==> src/rtl/oneshot_pkg.sv <==
package oneshot_pkg;
  typedef struct packed {
    logic fall_n;
    logic rise;
    logic clr_n;
  } trig_lvl_t;

  localparam int unsigned TRIG_LVL_W = $bits(trig_lvl_t);
  // Reset level: no trigger armed, clear released, so reset produces no edge.
  localparam trig_lvl_t TRIG_IDLE = '{fall_n: 1'b1, rise: 1'b0, clr_n: 1'b1};
endpackage

==> src/rtl/oneshot_sync.sv <==
module oneshot_sync #(
  parameter int unsigned W       = 1,
  parameter int unsigned STAGES  = 2,
  parameter logic [W-1:0] RST_VAL = '0
) (
  input  logic         clk_i,
  input  logic         rst_ni,
  input  logic [W-1:0] d_i,
  output logic [W-1:0] q_o
);
  logic [STAGES-1:0][W-1:0] stg_q;

  always_ff @(posedge clk_i or negedge rst_ni) begin
    if (!rst_ni) begin
      for (int s = 0; s < STAGES; s++) stg_q[s] <= RST_VAL;
    end else begin
      stg_q[0] <= d_i;
      for (int s = 1; s < STAGES; s++) stg_q[s] <= stg_q[s-1];
    end
  end

  assign q_o = stg_q[STAGES-1];
endmodule

==> src/rtl/oneshot_trig.sv <==
module oneshot_trig
  import oneshot_pkg::*;
(
  input  logic      clk_i,
  input  logic      rst_ni,
  input  trig_lvl_t lvl_i,
  output logic      fire_o,
  output logic      kill_o
);
  trig_lvl_t prev_q;
  logic fall_edge, rise_edge, clr_edge;

  always_ff @(posedge clk_i or negedge rst_ni) begin
    if (!rst_ni) prev_q <= TRIG_IDLE;
    else         prev_q <= lvl_i;
  end

  assign fall_edge = prev_q.fall_n & ~lvl_i.fall_n;
  assign rise_edge = ~prev_q.rise & lvl_i.rise;
  assign clr_edge  = ~prev_q.clr_n & lvl_i.clr_n;

  // Clear has priority: no trigger is decoded while clear is asserted.
  assign kill_o = ~lvl_i.clr_n;
  assign fire_o = lvl_i.clr_n &
                  ((fall_edge & lvl_i.rise) |
                   (rise_edge & ~lvl_i.fall_n) |
                   (clr_edge  & ~lvl_i.fall_n & lvl_i.rise));

  a_r3_fall_high_blocks: assert property (@(posedge clk_i) disable iff (!rst_ni)
    lvl_i.fall_n |-> !fire_o);
  a_r4_rise_low_blocks: assert property (@(posedge clk_i) disable iff (!rst_ni)
    !lvl_i.rise |-> !fire_o);
  a_r10_clear_excludes_fire: assert property (@(posedge clk_i) disable iff (!rst_ni)
    kill_o |-> !fire_o);
endmodule

==> src/rtl/oneshot_timer.sv <==
module oneshot_timer #(
  parameter int unsigned CNT_W = 16
) (
  input  logic             clk_i,
  input  logic             rst_ni,
  input  logic             fire_i,
  input  logic             kill_i,
  input  logic [CNT_W-1:0] width_i,
  output logic             q_o
);
  logic [CNT_W-1:0] cnt_q, cnt_d;
  logic             q_q;

  always_comb begin
    cnt_d = cnt_q;
    if (kill_i)             cnt_d = '0;
    else if (fire_i)        cnt_d = width_i;
    else if (cnt_q != '0)   cnt_d = cnt_q - 1'b1;
  end

  always_ff @(posedge clk_i or negedge rst_ni) begin
    if (!rst_ni) begin
      cnt_q <= '0;
      q_q   <= 1'b0;
    end else begin
      cnt_q <= cnt_d;
      q_q   <= (cnt_d != '0);
    end
  end

  assign q_o = q_q;

  a_r10_clear_cancels: assert property (@(posedge clk_i) disable iff (!rst_ni)
    kill_i |=> !q_o);
  a_r9_zero_width_silent: assert property (@(posedge clk_i) disable iff (!rst_ni)
    fire_i && !kill_i && (width_i == '0) |=> !q_o);
  a_r8_trigger_raises: assert property (@(posedge clk_i) disable iff (!rst_ni)
    fire_i && !kill_i && (width_i != '0) |=> q_o);
  a_r8_pulse_holds: assert property (@(posedge clk_i) disable iff (!rst_ni)
    q_o && (cnt_q > 1) && !kill_i |=> q_o);
endmodule

==> src/rtl/oneshot_chan.sv <==
module oneshot_chan
  import oneshot_pkg::*;
#(
  parameter int unsigned CNT_W       = 16,
  parameter int unsigned SYNC_STAGES = 2
) (
  input  logic             clk_i,
  input  logic             rst_ni,
  input  logic             fall_ni,
  input  logic             rise_i,
  input  logic             clr_ni,
  input  logic [CNT_W-1:0] width_i,
  output logic             q_o,
  output logic             q_no
);
  trig_lvl_t raw_lvl, sync_lvl;
  logic      fire, kill, q;

  assign raw_lvl = '{fall_n: fall_ni, rise: rise_i, clr_n: clr_ni};

  oneshot_sync #(
    .W(TRIG_LVL_W), .STAGES(SYNC_STAGES), .RST_VAL(TRIG_IDLE)
  ) u_sync (
    .clk_i(clk_i), .rst_ni(rst_ni), .d_i(raw_lvl), .q_o(sync_lvl)
  );

  oneshot_trig u_trig (
    .clk_i(clk_i), .rst_ni(rst_ni), .lvl_i(sync_lvl),
    .fire_o(fire), .kill_o(kill)
  );

  oneshot_timer #(.CNT_W(CNT_W)) u_timer (
    .clk_i(clk_i), .rst_ni(rst_ni), .fire_i(fire), .kill_i(kill),
    .width_i(width_i), .q_o(q)
  );

  assign q_o  = q;
  assign q_no = ~q;
endmodule

==> src/rtl/dual_oneshot.sv <==
module dual_oneshot #(
  parameter int unsigned NUM_CH      = 2,
  parameter int unsigned CNT_W       = 16,
  parameter int unsigned SYNC_STAGES = 2
) (
  input  logic                      clk_i,
  input  logic                      rst_ni,
  input  logic [NUM_CH-1:0]         trig_fall_ni,
  input  logic [NUM_CH-1:0]         trig_rise_i,
  input  logic [NUM_CH-1:0]         clr_ni,
  input  logic [NUM_CH*CNT_W-1:0]   width_i,
  output logic [NUM_CH-1:0]         pulse_o,
  output logic [NUM_CH-1:0]         pulse_no
);
  localparam int unsigned WBUS_W = NUM_CH * CNT_W;

  logic [WBUS_W-1:0] width_bus;
  assign width_bus = width_i;

  for (genvar c = 0; c < NUM_CH; c++) begin : g_ch
    oneshot_chan #(.CNT_W(CNT_W), .SYNC_STAGES(SYNC_STAGES)) u_chan (
      .clk_i   (clk_i),
      .rst_ni  (rst_ni),
      .fall_ni (trig_fall_ni[c]),
      .rise_i  (trig_rise_i[c]),
      .clr_ni  (clr_ni[c]),
      .width_i (width_bus[c*CNT_W +: CNT_W]),
      .q_o     (pulse_o[c]),
      .q_no    (pulse_no[c])
    );
  end
endmodule

==> config.mk <==
export PLATFORM = sky130hd
export DESIGN_NAME = dual_oneshot
export DESIGN_NICKNAME = d
export VERILOG_FILES = /design/src/rtl/oneshot_pkg.sv /design/src/rtl/oneshot_sync.sv /design/src/rtl/oneshot_trig.sv /design/src/rtl/oneshot_timer.sv /design/src/rtl/oneshot_chan.sv /design/src/rtl/dual_oneshot.sv
export SDC_FILE = /design/constraint.sdc
export NUM_CORES = 1
export LEC_CHECK = 0
export BUFFER_PORTS_ARGS = -buffer_cell sky130_fd_sc_hd__buf_2
export CORE_ASPECT_RATIO = 1.4
export CORE_MARGIN = 5
export CORE_UTILIZATION = 55
export DETAILED_ROUTE_END_ITERATION = 8
export PLACE_DENSITY = 0.78
export SLEW_MARGIN = 10
export SYNTH_ARGS = -nofsm -noshare
export SYNTH_HDL_FRONTEND = slang
export SYNTH_SLANG_ARGS = --single-unit
==> constraint.sdc <==
create_clock -name clk_i -period 3.35 [get_ports clk_i]
set_input_delay 0.1675 -clock clk_i [delete_from_list [all_inputs] [get_ports clk_i]]
set_output_delay 0.1675 -clock clk_i [all_outputs]
set_load 0.02 [all_outputs]
==> summary.md <==
| Metric | Value |
|---|---|
| Status | completed |
| R2R setup slack | 0.21 ns |
| Detail Placement HPWL | about 4.6 mm |
| Final period util | 93.8% |
| Cell count of the worst reg-to-reg path | 7 |
| Critical path required time | roughly 3.5 ns |
| RD Place Congestion | 0.933 |
| Worst path cell trace | nor4_1 > and4_1 > or3_1 > a31oi_1 > or4_1 > nor4_1 > or4b_1 |
| Cell Area, Synth | 2620 µm² |
| Instance count along the most critical hold path | 3 |
| Type of destination of the critical path | flop |
| Type of the most critical hold path | in2reg |
| TritonCTS clock tree | built |
| Capture point of the worst reg-to-reg path | g_ch[0].u_chan.u_timer.q_o |
| Pwr Density | 837 nW/µm² |
| Flop and latch count out of synthesis | 52 |
| First-pass iteration count of the detailed router | 4 |
| Clock-pin slew reported for the worst setup and hold paths after clock tree synthesis | ~0.10 ns |
| Width of the die | 68.3 µm |
| Global route overflow | 0 |
| Leakage power total | between 1 and 1.5 nW |
| Number of enable-type register cells in the synthesized netlist | 0 |
| First-pass GRT wire length | 10.1 mm |
| Launch point of the worst hold path | width_i[16] |
| Reg-to-reg startpoint | g_ch[0].u_chan.u_timer.cnt_q[7] |
| Number of H-tree branching levels | 2 |
| Top-Level Pins | 44 |
| Worst hold slack across all endpoints | 0.0946 ns |
| 1st-iter DRT viols | 161 |
| Number of antenna violations at the first check in global routing | 0 |
| Final critical delay including setup and external delays | 3.14 ns |
| # nets final | 357 |
| Worst-case headroom to the max-slew limit | 48.5% |
| Growth of design area from synthesis to finish | 17.3% |
| IO Port Bufs | 43 |
| Clock tree skew after final layout | roughly 0.0085 ns |
| Top_reg_cell synth | sky130_fd_sc_hd__dfrtp_1 |
| Placeable Area | 4570 µm² |
| Count of final setup violators | 0 |
| Global Route Usage Sum | 20.8% |
| Number of core rows | 29 |
| Worst skew pair latency | 0.30 ns |
| Async set-or-reset flop fraction in the synthesized netlist | 100% |
| Count of unresolved DRC violations after routing | 0 |
| RSZ-0062 raised after global routing | false |
| WL per Instance | 16.2 µm |
| Maximum resistive drop on vdd | 408 µV |
| Number of violations of the max-capacitance limit | 0 |
| Kind of launch point of the worst setup path | flop |
| Portion of the post-synthesis area used by sequential elements | 50.3% |
| Cell at the root of the clock tree | sky130_fd_sc_hd__clkbuf_8 |
| Syn Nets | approximately 310 |
| Fraction of final layout cells with drive strength greater than 1 | 24.5% |
| Antenna diode count | 0 |
| Yosys Warn Count | 0 |
| Overall die area | 6260 µm² |
| # clock sinks | 52 |
| Kind of critical path | reg2reg |
| Clock buffers created by TritonCTS | 5 |
| Highest cell delay on the worst timing path | 0.56 ns |
| Final Hold Vio Count | 0 |
| Number of antenna-violating nets in the routed design | 0 |
| Sum of routed wire length over all layers | 6.08 mm |
| Min-Delay Endpoint | g_ch[1].u_chan.u_timer.cnt_q[0] |
| Count of different cell masters after synthesis | 45 |
| Critical Path Slowest Stage Cell | sky130_fd_sc_hd__nor4_1 |
| Chip height | 91.6 µm |
| Total number of vias | 2213 |
| Post-Synthesis Mean Instance Area | 9.96 µm² |
| Largest buffer count on any clock path | 2 |
| Slew Viols, Final | 0 |
| Maximum number of pins on one net before global-route repair | 35 |
| Fmax | 0.318 GHz |
| Worst path most repeated cell | sky130_fd_sc_hd__nor4_1 |
| Filler cell count in the final layout | 391 |
| Power after layout | 2.57 mW |
| Via-to-Cell Ratio | 5.89 |
| Least-Margin Pin Slew | approximately 0.77 ns |
| Effective utilization at floorplan | 57.3% |
| Worst-path maximum fanout | 13 |
| Number of cells produced by synthesis | roughly 260 |
| Setup TNS Final | 0 ns |
| Number of global-route vias before repair | 2261 |
| Data arrival, critical path | 3.32 ns |
## sequential cells by signal, summed over array words and instances, names as in the netlist
signal	count
g_ch.u_chan.u_sync.q_o	6
g_ch.u_chan.u_sync.stg_q	6
g_ch.u_chan.u_timer.cnt_q	32
g_ch.u_chan.u_timer.q_o	2
g_ch.u_chan.u_trig.prev_q	6
## worst max-delay path by stage
stage	cells after the start	to	startpoint	slack [ns]
4_1_cts	9	g_ch[0].u_chan.u_timer.q_o	g_ch[0].u_chan.u_timer.cnt_q[0]	0.14
3_5_place_dp	9	g_ch[0].u_chan.u_timer.q_o	g_ch[0].u_chan.u_timer.cnt_q[0]	0.13
5_1_grt	7	g_ch[0].u_chan.u_timer.q_o	g_ch[0].u_chan.u_timer.cnt_q[7]	0.04
6_report	7	g_ch[0].u_chan.u_timer.q_o	g_ch[0].u_chan.u_timer.cnt_q[7]	0.21
2_1_floorplan	9	g_ch[0].u_chan.u_timer.q_o	g_ch[0].u_chan.u_timer.cnt_q[0]	0.35
3_3_place_gp	9	g_ch[0].u_chan.u_timer.q_o	g_ch[0].u_chan.u_timer.cnt_q[0]	0.27
## routing by layer
layer	wire length (µm)	track usage (%)	vias to the layer above
met5	0	0	-
met4	158	9.12	0
met1	2340	23.8	1045
li1	-	-	1085
met2	3310	37.2	69
met3	271	2.69	14
## timing repair
item                       CTS  global route
hold endpoints to repair    33             0
hold buffers                 7             0
setup buffers                0             0
gates resized for setup      0             1
setup endpoints to repair    0             1
## metrics by stage
step                      cells  utilization (%)  setup slack, ns  cell area [µm²]
after detailed placement    361             63.1            0.134             2890
after floorplan             263                -            0.350             2620
after CTS                   376             67.1            0.140             3070
after global placement      361             63.1            0.273             2890
final                       376             67.2            0.209             3070
after global routing        376             67.2           0.0370             3070
## where the power goes
group          internal (mW)  switching [mW]
registers              0.798           0.199
clock network          0.221           0.206
logic                  0.514           0.634
## placed cells by master, fill, tap and decap left out, drive strengths merged, types with 2 or more instances in the layout
cell type,Yosys,final
a31oi,9,9
or4,9,9
inv,13,13
nor2,15,15
or3,7,7
dfrtp,40,40
ha,4,4
xnor2,12,12
o41ai,2,2
a211oi,8,8
or3b,3,3
and4,2,2
nor3,10,10
dlygate4sd3,0,7
xor2,3,3
nand3,9,9
nand3b,2,2
o21ai,25,25
clkbuf,7,5
nand2,14,14
nor4,12,12
buf,7,50
nor4b,4,4
dfstp,12,12
nor3b,2,2
a21oi,11,11
nand4,7,7
## cell families (layout without fill, tap and decap cells)
| logic type | count (synthesis) | in the layout | share of synthesized area [%] |
|---|---|---|---|
| AO/OA/AOI/OAI | 63 | 63 | 14.7 |
| XOR/XNOR | 15 | 15 | 5.02 |
| adder cells (fa/ha/maj) | 4 | 4 | 1.91 |
| buffers and inverters | 27 | 78 | 4.83 |
| flip-flops | 52 | 52 | 50.3 |
| multiplexers | 2 | 2 | 0.812 |
| AND/OR/NAND/NOR | 100 | 100 | 22.5 |
## cell usage after synthesis, types with 4 or more instances
cell	count	area share, %
sky130_fd_sc_hd__a211oi_1	8	2.3
sky130_fd_sc_hd__a21oi_1	11	2.1
sky130_fd_sc_hd__a31oi_1	9	2.1
sky130_fd_sc_hd__buf_4	4	1.1
sky130_fd_sc_hd__clkbuf_1	7	1.0
sky130_fd_sc_hd__dfrtp_1	40	38
sky130_fd_sc_hd__dfstp_2	12	12
sky130_fd_sc_hd__ha_1	4	1.9
sky130_fd_sc_hd__inv_1	13	1.9
sky130_fd_sc_hd__nand2_1	14	2.0
sky130_fd_sc_hd__nand3_1	9	1.7
sky130_fd_sc_hd__nand4_1	7	1.7
sky130_fd_sc_hd__nor2_1	15	2.1
sky130_fd_sc_hd__nor3_1	9	1.7
sky130_fd_sc_hd__nor4_1	12	2.9
sky130_fd_sc_hd__o21ai_0	25	4.8
sky130_fd_sc_hd__or3_1	7	1.7
sky130_fd_sc_hd__or4_1	9	2.6
sky130_fd_sc_hd__xnor2_1	12	4.0
## worst max-delay path, delay by kind of cell (launching register included)
kind | cells | cell delay (ns)
and+or+nand+nor | 6 | 2.48
AOI/OAI and AO/OA | 1 | 0.14
DFF | 1 | 0.42
## layout make-up
cell class	count	area [µm²]	area share, %
Clock buffer	5	68.8	2.24
Clock inverter	3	42.5	1.38
Inverter	13	48.8	1.59
Multi-Input combinational cell	184	1180	38.4
Sequential cell	52	1320	42.8
Tap cell	62	77.6	2.52
Timing Repair Buffer	57	338	11.0
No activity file was read; power rests on OpenSTA's default activity.
